<file path="config.mk">
export PLATFORM = sky130hd
export DESIGN_NAME = sec_prescaler_trim
export DESIGN_NICKNAME = d
export VERILOG_FILES = /design/src/rtl/sec_trim_pkg.sv /design/src/rtl/trim_reg_bank.sv /design/src/rtl/trim_gate.sv /design/src/rtl/second_divider.sv /design/src/rtl/sec_prescaler_trim.sv
export SDC_FILE = /design/constraint.sdc
export NUM_CORES = 1
export LEC_CHECK = 0
export BUFFER_PORTS_ARGS = -buffer_cell sky130_fd_sc_hd__buf_2
export CORE_MARGIN = 3
export CORE_UTILIZATION = 50
export CTS_BUF_LIST = sky130_fd_sc_hd__clkbuf_4
export CTS_CLUSTER_SIZE = 30
export DETAILED_ROUTE_END_ITERATION = 8
export HOLD_SLACK_MARGIN = 0.12
export PLACE_DENSITY = 0.76
export SYNTH_ARGS = -nofsm -noshare
export SYNTH_HDL_FRONTEND = slang
export SYNTH_HIERARCHICAL = 1
export SYNTH_SLANG_ARGS = --single-unit
</file>
<file path="constraint.sdc">
create_clock -name clk -period 3.92 [get_ports clk]
set_clock_uncertainty 0.2 [all_clocks]
set_input_delay 0.784 -clock clk [delete_from_list [all_inputs] [get_ports clk]]
set_output_delay 0.784 -clock clk [all_outputs]
set_load 0.01 [all_outputs]
</file>
<file path="src/rtl/sec_trim_pkg.sv">
package sec_trim_pkg;

  localparam int TRIM_W   = 7;
  localparam int SEC_W    = 8;
  localparam int MAG_W    = TRIM_W - 1;
  localparam int MAG_SPAN = 2 ** MAG_W;
  // largest correction in either direction
  localparam int MAX_ADJ  = (MAG_SPAN - 2) * 2;

  // A boundary second starts at 00, 20 or 40 (BCD)
  function automatic logic is_boundary(input logic [SEC_W-1:0] s);
    return (s == 8'h00) || (s == 8'h20) || (s == 8'h40);
  endfunction

  // Null setting: magnitude bits above bit 0 all zero
  function automatic logic trim_is_null(input logic [TRIM_W-1:0] f);
    return (f[MAG_W-1:1] == '0);
  endfunction

  // Signed cycle correction for one boundary second
  function automatic int trim_delta(input logic [TRIM_W-1:0] f);
    int mag;
    mag = int'(f[MAG_W-1:0]);
    if (trim_is_null(f))
      return 0;
    else if (!f[TRIM_W-1])
      return (mag - 1) * 2;
    else
      return -((MAG_SPAN - mag) * 2);
  endfunction

endpackage

</file>
<file path="src/rtl/trim_reg_bank.sv">
module trim_reg_bank
  import sec_trim_pkg::*;
(
  input  logic              clk,
  input  logic              rst_n,
  input  logic              osc_stop,
  input  logic              wr_en,
  input  logic [7:0]        wr_data,
  output logic [7:0]        rd_data,
  output logic [TRIM_W-1:0] trim,
  output logic              wr_accept
);

  // the guard bit must be written as zero; a stop flag refuses writes
  assign wr_accept = wr_en && !wr_data[7] && !osc_stop;

  always_ff @(posedge clk or negedge rst_n) begin
    if (!rst_n)
      trim <= '0;
    else if (osc_stop)
      trim <= '0;
    else if (wr_accept)
      trim <= wr_data[TRIM_W-1:0];
  end

  assign rd_data = {1'b0, trim};

endmodule

</file>
<file path="src/rtl/trim_gate.sv">
module trim_gate
  import sec_trim_pkg::*;
#(
  parameter int NOMINAL_DIV = 32768,
  parameter int CNT_W       = 16
)(
  input  logic              clk,
  input  logic              rst_n,
  input  logic              osc_stop,
  input  logic              wr_accept,
  input  logic              sec_start,
  input  logic [SEC_W-1:0]  seconds_bcd,
  input  logic [TRIM_W-1:0] trim,
  output logic              boundary_hit,
  output logic              skip_hit,
  output logic              apply_hit,
  output logic [CNT_W-1:0]  len_sel
);

  logic pending;

  assign boundary_hit = sec_start && is_boundary(seconds_bcd);
  // a write now or since the last boundary blocks this boundary
  assign skip_hit     = boundary_hit && (pending || wr_accept);
  assign apply_hit    = boundary_hit && !skip_hit;

  always_comb begin
    if (apply_hit)
      len_sel = CNT_W'(NOMINAL_DIV + trim_delta(trim));
    else
      len_sel = CNT_W'(NOMINAL_DIV);
  end

  always_ff @(posedge clk or negedge rst_n) begin
    if (!rst_n)
      pending <= 1'b0;
    else if (osc_stop || boundary_hit)
      pending <= 1'b0;
    else if (wr_accept)
      pending <= 1'b1;
  end

endmodule

</file>
<file path="src/rtl/second_divider.sv">
module second_divider #(
  parameter int NOMINAL_DIV = 32768,
  parameter int CNT_W       = 16
)(
  input  logic             clk,
  input  logic             rst_n,
  input  logic [CNT_W-1:0] len_sel,
  output logic             sec_start,
  output logic             tick,
  output logic [CNT_W-1:0] term_len
);

  logic [CNT_W-1:0] cnt;

  assign sec_start = (cnt == '0);
  assign tick      = (cnt == term_len - 1'b1);

  always_ff @(posedge clk or negedge rst_n) begin
    if (!rst_n)
      cnt <= '0;
    else if (tick)
      cnt <= '0;
    else
      cnt <= cnt + 1'b1;
  end

  // length of the running second is fixed in its first cycle
  always_ff @(posedge clk or negedge rst_n) begin
    if (!rst_n)
      term_len <= CNT_W'(NOMINAL_DIV);
    else if (sec_start)
      term_len <= len_sel;
  end

endmodule

</file>
<file path="src/rtl/sec_prescaler_trim.sv">
module sec_prescaler_trim
  import sec_trim_pkg::*;
#(
  parameter int NOMINAL_DIV = 32768
)(
  input  logic       clk,
  input  logic       rst_n,
  input  logic       osc_stop,
  input  logic       wr_en,
  input  logic [7:0] wr_data,
  output logic [7:0] rd_data,
  input  logic [7:0] seconds_bcd,
  output logic       tick
);

  localparam int CNT_W = $clog2(NOMINAL_DIV + MAX_ADJ + 1);

  logic [TRIM_W-1:0] trim;
  logic              wr_accept;
  logic              sec_start;
  logic              boundary_hit;
  logic              skip_hit;
  logic              apply_hit;
  logic [CNT_W-1:0]  len_sel;
  logic [CNT_W-1:0]  term_len;

  trim_reg_bank u_regs (
    .clk       (clk),
    .rst_n     (rst_n),
    .osc_stop  (osc_stop),
    .wr_en     (wr_en),
    .wr_data   (wr_data),
    .rd_data   (rd_data),
    .trim      (trim),
    .wr_accept (wr_accept)
  );

  trim_gate #(.NOMINAL_DIV(NOMINAL_DIV), .CNT_W(CNT_W)) u_gate (
    .clk          (clk),
    .rst_n        (rst_n),
    .osc_stop     (osc_stop),
    .wr_accept    (wr_accept),
    .sec_start    (sec_start),
    .seconds_bcd  (seconds_bcd),
    .trim         (trim),
    .boundary_hit (boundary_hit),
    .skip_hit     (skip_hit),
    .apply_hit    (apply_hit),
    .len_sel      (len_sel)
  );

  second_divider #(.NOMINAL_DIV(NOMINAL_DIV), .CNT_W(CNT_W)) u_div (
    .clk       (clk),
    .rst_n     (rst_n),
    .len_sel   (len_sel),
    .sec_start (sec_start),
    .tick      (tick),
    .term_len  (term_len)
  );

endmodule

</file>
==> run_results.csv <==
group,metric,value,unit
status,outcome,"finished clean",
layout,final_core_util,54.3,%
grt,grt_max_degree,41,
critical_path,r2r-start,"u_div/term_len[0]",
critical_path,worstSetupStartpoint,"u_div/term_len[2]",
critical_path,rrSetupSlack,0.57,ns
layout,instances_no_fill,451,
die,start_util,52.0,%
synth,yosys_warnings,6,
power,p_sw_share,26.7,%
die,fp.dieArea,7220,µm²
synth,synth.cell_area,3120,µm²
timing,slew_headroom,27.6,%
critical_path,worstPathRequired,2.94,ns
power,p_comb_share,16.8,%
cts,clock_sinks,40,
timing,finalSetupTns,0,ns
detailed_routing,wl_per_cell,13.9,µm
power,ir_worst_vdd,0.154,mV
detailed_routing,routed_wl,6.26,mm
placement,dp_cells,442,
detailed_routing,firstDrtPassIters,4,
detailed_routing,drc_errors,0,
detailed_routing,drt_iter0_drc,116,
synth,synth_fp_nets,396,
placement,gp_congestion,0.869,
synth,syn_inst,370,
power,p_leak,1.46,nW
critical_path,setup.worst_path.class,"reg -> out",
timing,tightest_slew,1.08,ns
timing,rsz0062_at_grt,"no",
cts,cts_inserted_buffers,5,
grt,grt-ovfl-total,0,
critical_path,end_kind,"primary output",
job,drv_cap,0,
power,power.internal,0.000617,W
cts,clock_latency,0.34,ns
timing,hold_viol_final,0,
timing,setup_viol,0,
layout,drive_gt1_share,17.3,%
timing,finalCritPeriodShare,96.8,%
worst_hold_path,hp-start,"u_div/term_len[15]",
grt,gr-usage-all-layers,18.3,%
grt,grt_pass1_wl,10.9,mm
grt,grt_pass1_vias,2321,
grt,antenna_found_initial,0,
critical_path,crit_path_max_fanout,9,
cts,clkTransAtPathRegs,0.12,ns
layout,fin_nets,401,
detailed_routing,ant_nets,0,
detailed_routing,routed_via_density,5.56,
worst_hold_path,hp-class,"reg -> reg",
power,clkPwrFrac,31.3,%
die,ios,29,
placement,place_area,3150,µm²
cts,cts-root-buf,"clkbuf_4",
timing,layout_min_cycle_time,3.80,ns
detailed_routing,vias,2507,
critical_path,worstSetupStartpointType,"flip-flop",
die,core,5990,µm²
cts,holdBufCountCts,0,
cts,htreeDepth,2,
die,rows,28,
placement,hpwl,4.67,mm
layout,antenna_cells,0,
layout,fin_area,3250,µm²
power,p_sw,0.000225,W
timing,maxSlewViolCount,0,
power,p_per_area,259,nW/µm²
die,die_w,85.0,µm
synth,avgSynthCellArea,8.43,µm²
die,fp.dieH,85.0,µm
layout,syn_to_final_growth,4.29,%
critical_path,arrival,2.81,ns
cts,cts_tree,"built",
cts,clk_path_buf_depth,2,
placement,portBuffers,27,
timing,fmax,263,MHz
power,seq_power_share,51.9,%
## power by group through the flow
stage          combinational, W  sequential [W]  clock [W]
4_1_cts                0.000139        0.000436   0.000271
2_1_floorplan          0.000117        0.000435          0
5_1_grt                0.000160        0.000439   0.000287
6_report               0.000142        0.000437   0.000264
3_3_place_gp           0.000137        0.000444          0
3_5_place_dp           0.000139        0.000444          0
## critical path: stages (launching register included)
cell,delay (ns)
dfrtp_1,0.48
or4_1,0.63
or4_1,0.54
nand3_1,0.12
nor2_1,0.06
or3_1,0.31
nor3_1,0.16
buf_2,0.17
## final timing paths
path | cells after the start | end
setup / recovery | 7 | tick
setup reg to reg | 9 | u_div/cnt[3]
max in group asynchronous | 1 | u_regs/trim[1]
hold / removal | 2 | u_div/term_len[15]
hold reg to reg | 2 | u_div/term_len[15]
min in group asynchronous | 1 | u_div/term_len[6]
## cell usage in the layout (no fill, tap or decap), drive strengths merged, types with 2 or more instances in the layout
master / n
nor4: 11
nand4b: 3
ha: 6
nand4bb: 7
o21a: 2
nand2b: 8
o21ai: 14
or3: 5
xnor2: 27
nand4: 9
a21oi: 9
and2b: 2
xor2: 12
nor2b: 9
nor3: 15
conb: 2
nor3b: 3
dfrtp: 39
or3b: 2
and4: 3
nor2: 36
nand3: 11
inv: 12
mux2i: 4
or4: 5
and3: 4
o311ai: 2
buf: 30
o211ai: 3
a211oi: 2
clkbuf: 5
clkinv: 2
nand2: 59
## per-stage QoR
| step | total power, W | hold slack (ns) | setup WS (ns) |
|---|---|---|---|
| after detailed placement | 0.000583 | 0.267 | 0.546 |
| after floorplan | 0.000552 | 0.246 | 0.691 |
| after global placement | 0.000581 | 0.259 | 0.551 |
| final | 0.000842 | 0.284 | 0.124 |
| after CTS | 0.000847 | 0.287 | 0.129 |
| after global routing | 0.000886 | 0.319 | 0.0152 |
## cell type report
class / instances / area [µm²]
multi-input combinational: 286 / 1880
timing repair buffer: 30 / 158
fill: 540 / 2740
sequential: 40 / 1000
clock buffer: 5 / 37.5
tap: 75 / 93.8
inverter: 12 / 45.0
clock inverter: 3 / 37.5
## state kept, by name (all words and copies together) (netlist names)
name and count:
u_gate/pending 1, u_div/cnt 16, u_regs/trim 7, u_div/term_len 16
## metal layers
metal	global-route usage [%]	part of all wire, %	vias to the layer above
li1	-	-	1267
met1	25.9	48	1184
met2	29.0	48	50
met3	2.91	3.4	6
met4	4.89	0.97	0
met5	0	0	-
## timing repair
action | CTS | global route
gates resized for setup | 0 | 4
setup endpoints to repair | 0 | 1
buffers inserted | 0 | 1
No activity file was read; power rests on OpenSTA's default activity.
